===== config.mk =====
export PLATFORM = sky130hd
export DESIGN_NAME = dadj_unit
export DESIGN_NICKNAME = d
export VERILOG_FILES = /design/src/rtl/dadj_pkg.sv /design/src/rtl/dadj_add_corr.sv /design/src/rtl/dadj_sub_corr.sv /design/src/rtl/dadj_flag_gen.sv /design/src/rtl/dadj_unit.sv
export SDC_FILE = /design/constraint.sdc
export NUM_CORES = 1
export LEC_CHECK = 0
export BUFFER_PORTS_ARGS = -buffer_cell sky130_fd_sc_hd__buf_2
export CORE_UTILIZATION = 44
export DETAILED_ROUTE_END_ITERATION = 8
export PLACE_DENSITY = 0.83
export SYNTH_ARGS = -nofsm -noshare
export SYNTH_HDL_FRONTEND = slang
export SYNTH_SLANG_ARGS = --single-unit

===== constraint.sdc =====
create_clock -name clk -period 3.26 [get_ports clk]
set_clock_uncertainty 0.05 [all_clocks]
set_input_delay 0.652 -clock clk [delete_from_list [all_inputs] [get_ports clk]]
set_output_delay 0.652 -clock clk [all_outputs]
set_load 0.01 [all_outputs]

===== src/rtl/dadj_pkg.sv =====
package dadj_pkg;

    localparam int NIB_W  = 4;
    localparam int BYTE_W = 2 * NIB_W;
    localparam int DIGIT_MAX = 9;
    localparam int DIGIT_FIX = 6;

    typedef logic [BYTE_W-1:0] byte_t;
    typedef logic [NIB_W-1:0]  nib_t;

    typedef struct packed {
        byte_t acc;
        logic  cy;
        logic  hc;
        logic  sub;
    } dadj_in_t;

    typedef struct packed {
        byte_t res;
        logic  cy;
        logic  sign;
        logic  zero;
        logic  parity;
        logic  sub;
    } dadj_out_t;

    typedef enum logic [1:0] {
        FIX_NONE = 2'b00,
        FIX_LOW  = 2'b01,
        FIX_HIGH = 2'b10,
        FIX_BOTH = 2'b11
    } fix_sel_e;

    function automatic logic nib_over(input nib_t n);
        return n > nib_t'(DIGIT_MAX);
    endfunction

    function automatic logic byte_over(input byte_t b);
        return b > byte_t'(DIGIT_MAX * 16 + DIGIT_MAX);
    endfunction

    function automatic byte_t fix_value(input fix_sel_e sel);
        byte_t v;
        v = '0;
        if (sel[0]) v[NIB_W-1:0]      = nib_t'(DIGIT_FIX);
        if (sel[1]) v[BYTE_W-1:NIB_W] = nib_t'(DIGIT_FIX);
        return v;
    endfunction

endpackage


===== src/rtl/dadj_add_corr.sv =====
module dadj_add_corr
    import dadj_pkg::*;
(
    input  byte_t acc,
    input  logic  cy,
    input  logic  hc,
    output byte_t corr,
    output logic  cy_next
);
    fix_sel_e sel;

    always_comb begin
        sel = FIX_NONE;
        if (hc || nib_over(acc[NIB_W-1:0])) sel = fix_sel_e'(sel | FIX_LOW);
        if (cy || byte_over(acc))           sel = fix_sel_e'(sel | FIX_HIGH);
        corr    = fix_value(sel);
        cy_next = sel[1];
    end
endmodule


===== src/rtl/dadj_sub_corr.sv =====
module dadj_sub_corr
    import dadj_pkg::*;
(
    input  logic  cy,
    input  logic  hc,
    output byte_t corr,
    output logic  cy_next
);
    fix_sel_e sel;
    byte_t    mag;

    always_comb begin
        sel     = fix_sel_e'({cy, hc});
        mag     = fix_value(sel);
        corr    = byte_t'(~mag + byte_t'(1));
        cy_next = cy;
    end
endmodule


===== src/rtl/dadj_flag_gen.sv =====
module dadj_flag_gen
    import dadj_pkg::*;
(
    input  byte_t res,
    output logic  sign,
    output logic  zero,
    output logic  parity
);
    always_comb begin
        sign   = res[BYTE_W-1];
        zero   = (res == '0);
        parity = ~^res;
    end
endmodule


===== src/rtl/dadj_unit.sv =====
module dadj_unit
    import dadj_pkg::*;
(
    input  logic              clk,
    input  logic              rst,
    input  logic              in_valid,
    input  logic [BYTE_W-1:0] acc_in,
    input  logic              cy_in,
    input  logic              hc_in,
    input  logic              sub_in,
    output logic              out_valid,
    output logic [BYTE_W-1:0] result,
    output logic              cy_out,
    output logic              sign_out,
    output logic              zero_out,
    output logic              parity_out,
    output logic              sub_out
);
    dadj_in_t  din;
    dadj_out_t nxt, q;
    byte_t     add_corr, sub_corr, corr;
    logic      add_cy, sub_cy;
    logic      f_sign, f_zero, f_par;
    logic      vld_q;

    assign din = '{acc: acc_in, cy: cy_in, hc: hc_in, sub: sub_in};

    dadj_add_corr u_add (
        .acc     (din.acc),
        .cy      (din.cy),
        .hc      (din.hc),
        .corr    (add_corr),
        .cy_next (add_cy)
    );

    dadj_sub_corr u_sub (
        .cy      (din.cy),
        .hc      (din.hc),
        .corr    (sub_corr),
        .cy_next (sub_cy)
    );

    assign corr = din.sub ? sub_corr : add_corr;

    dadj_flag_gen u_flags (
        .res    (nxt.res),
        .sign   (f_sign),
        .zero   (f_zero),
        .parity (f_par)
    );

    always_comb begin
        nxt.res    = byte_t'(din.acc + corr);
        nxt.cy     = din.sub ? sub_cy : add_cy;
        nxt.sign   = f_sign;
        nxt.zero   = f_zero;
        nxt.parity = f_par;
        nxt.sub    = din.sub;
    end

    always_ff @(posedge clk) begin
        if (rst) begin
            q     <= '0;
            vld_q <= 1'b0;
        end else begin
            vld_q <= in_valid;
            if (in_valid) q <= nxt;
        end
    end

    assign out_valid  = vld_q;
    assign result     = q.res;
    assign cy_out     = q.cy;
    assign sign_out   = q.sign;
    assign zero_out   = q.zero;
    assign parity_out = q.parity;
    assign sub_out    = q.sub;
endmodule


==> results.md <==
- Total vias in the final route: 899
- Worst relative slew slack: 0.790
- Setup CP Type: input pin to register
- Global routing usage summed across all routing layers: 0.194
- Number of maximum-capacitance violations: 0
- Remaining design rule violation count: 0
- Area of the placeable core: 0.00200 mm2
- Initial antenna violation count: 0
- Count of standard-cell rows: 16
- Die width: roughly 49 um
- Pin count of the biggest net entering global routing: 16
- Hpwl dp: 1700 um
- Number of hold-repair buffers added at the cts stage: 0
- Worst Reg2Reg Path Length in Cells: 2
- Area growth syn-to-layout: 23.6%
- Global-route wire length before repair: 3640 um
- Number of distinct library cells after synthesis: 39
- Drt total wl: 2120 um
- Syn avg cell area: about 8.6 um2
- Main flop type after synthesis: dfxtp_1
- Clock-pin slew of the registers on the worst-case setup and hold paths: 0.08 ns
- Number of enable-type register cells in the synthesized netlist: 0
- GP Congestion: 0.845
- Final instance count without filler cells: 170
- Fraction of the cycle the final worst path needs: 0.963
- Vias in the first global route: 898
- Final-layout fill cell count: between 150 and 200
- Total chip power: 0.513 mW
- Startpoint of the most critical register-to-register path: result[7]
- Final std cell area, no fill: ~0.0012 mm2
- Global route hottest layer: met2
- Setup slack at placement: -0.185 ns
- Count of buffers inserted at the top-level ports: 27
- # IOs: 28
- CTS Buf Count: 3
- Pwr/cell area: 431 mW/mm2
- Sequential-to-total area share from yosys stat: 0.270
- Number of buffers added for setup after CTS: 0
- Number of flip-flops and latches in the synthesized netlist: 13
- Area of the die: ~0.0024 mm2
- Flop-to-flop setup slack: between 2 and 2.5 ns
- Number of gates given a new drive strength after cts: 0
- Synthesized netlist net count: 139
- Startpoint types: input pin
- Worst Path Required: 3.37 ns
- Global route total overflow: 0
- Yosys synthesis warning count: 0
- Static power due to leakage: 0.604 nW
- Initial core utilization: 0.481
- Routed WL per cell: 12.5 um
- Sinks on the clock net: 13
- Largest driver fanout on the critical path: 3
- Vias per cell: roughly 5.3
- Placed insts: around 170
- Worst Hold Endpoint: result[2]
- Gate Count Post-Synth: about 110
- H-tree level count: 1
- Kind of end point of the critical path: register
- Hold Crit Class: register to register
- IR drop worst, VDD: 0.369 mV
- Net count reported at finish: 171
- Data arrival time of the critical path: 3.25 ns
- Highest clock frequency the design can meet: 319 MHz
- First-pass DRT Iterations: 3
- Count of nets left with antenna violations after detail routing: 0
- Total count of max-transition violations in the final report: 0
- Maximum clock insertion buffer count: 2
- Clock Latency Late Sink: 0.27 ns
- TritonCTS clock tree: done
- Result of the run: complete, no violations
- Cell at the root of the clock tree: clkbuf_4
- Proportion of synthesized flip-flops having asynchronous set or reset: 0
- RR Endpoint: result[7]
- Combined area of all synthesized cells: roughly 960 um2
- Global-route met3 utilization: 0.0467
- Met2 Use GR: 0.361
- Hold violation total from the final report: 0
- Worst-case setup margin in the final layout: 0.121 ns
- DIE HEIGHT: 48.8 um
- Fraction of final layout cells with drive strength greater than 1: 0.294
- Final setup vio count: 0
- ANT cells: 0
- Start point of the worst hold path: result[2]
- Starting DRT DRC Count: 6
- Met1 global-route usage: 0.216
- Post-route minimum period: 3.14 ns
- Worst hold path stage count: 2
- Cell area reported after detailed placement: 0.00115 mm2
- Tightest Pin Transition: 0.315 ns
- Final core utilization: 0.595
[cell families after synthesis]
kind of cell | share of synthesized area
xor+xnor | 0.0727
flops | 0.270
buf+inv | 0.0714
simple gates | 0.173
compound gates | 0.184
fa+ha+maj | 0.177
mux | 0.0520
[layout by cell type, fill, tap and decap left out, drive strengths merged, types with 2 or more instances in the layout]
cell type | netlist | routed
buf | 2 | 32
and2 | 3 | 3
inv | 11 | 11
clkbuf | 3 | 4
xor2 | 2 | 2
nand3 | 4 | 4
dfxtp | 13 | 13
o21ai | 5 | 5
nor2 | 10 | 10
a311o | 2 | 2
nand4 | 2 | 2
mux2i | 5 | 5
a21oi | 6 | 6
nand2 | 4 | 4
xnor2 | 6 | 6
o311ai | 2 | 2
a21o | 3 | 3
ha | 12 | 12
[sequential cells by signal, summed over array words and instances, names as in the netlist]
register	count
out_valid	1
sub_out	1
zero_out	1
result	8
parity_out	1
cy_out	1
[layout make-up]
type / count / area (um2) / area share
inverter: 12 / 45.0 / 0.0378
sequential: 13 / 260 / 0.218
clock buffer: 4 / 26.3 / 0.0221
multi-input combinational: 82 / 653 / 0.548
timing repair buffer: 32 / 173 / 0.145
tap: 27 / 33.8 / 0.0284
[power breakdown]
part | internal (mW) | switching, mW
Sequential | 0.177 | 0.00850
Combinational | 0.114 | 0.115
Clock | 0.0475 | 0.0511
Total | 0.339 | 0.175
[cell usage after synthesis (all sizes together) (2+ instances only)]
cell type | n | share of area
a21o | 3 | 0.025
a21oi | 6 | 0.031
a311o | 2 | 0.021
and2 | 3 | 0.021
buf | 2 | 0.012
clkbuf | 3 | 0.013
dfxtp | 13 | 0.27
ha | 12 | 0.16
inv | 11 | 0.043
mux2i | 5 | 0.052
nand2 | 4 | 0.016
nand3 | 4 | 0.021
nand4 | 2 | 0.013
nor2 | 10 | 0.039
o21ai | 5 | 0.026
o311ai | 2 | 0.018
xnor2 | 6 | 0.055
xor2 | 2 | 0.018
[critical path: stages]
cell	delay, ns
buf_2	0.11
o21ai_0	0.21
o21ai_0	0.11
ha_1	0.20
inv_1	0.07
fa_2	0.23
nor2b_4	0.05
o31a_1	0.25
or3_1	0.39
and2_2	0.20
ha_1	0.30
xnor2_2	0.15
xnor2_1	0.13
mux2i_1	0.13
nor2_1	0.05
[worst max-delay path by stage]
stage	from	to	depth (start not counted)
detailed placement	acc_in[2]	parity_out	15
finish	acc_in[2]	parity_out	15
floorplan	acc_in[2]	parity_out	15
global placement	acc_in[2]	parity_out	15
CTS	acc_in[2]	parity_out	15
global route	acc_in[2]	parity_out	15
[layer usage]
metal | up-vias | wire, um | part of all wire
met2 | 23 | 1070 | 0.50
met4 | 0 | 10 | 0.0047
met3 | 3 | 97 | 0.046
met1 | 413 | 941 | 0.44
li1 | 460 | - | -
met5 | - | 0 | 0
[through the flow]
step,setup TNS [ns],hold slack [ns]
final,0,0.430
after detailed placement,-0.185,0.424
after global placement,-0.0408,0.417
after global routing,-0.000574,0.461
after CTS,0,0.435
after floorplan,0,0.448
(Power assumes the default switching activity.)
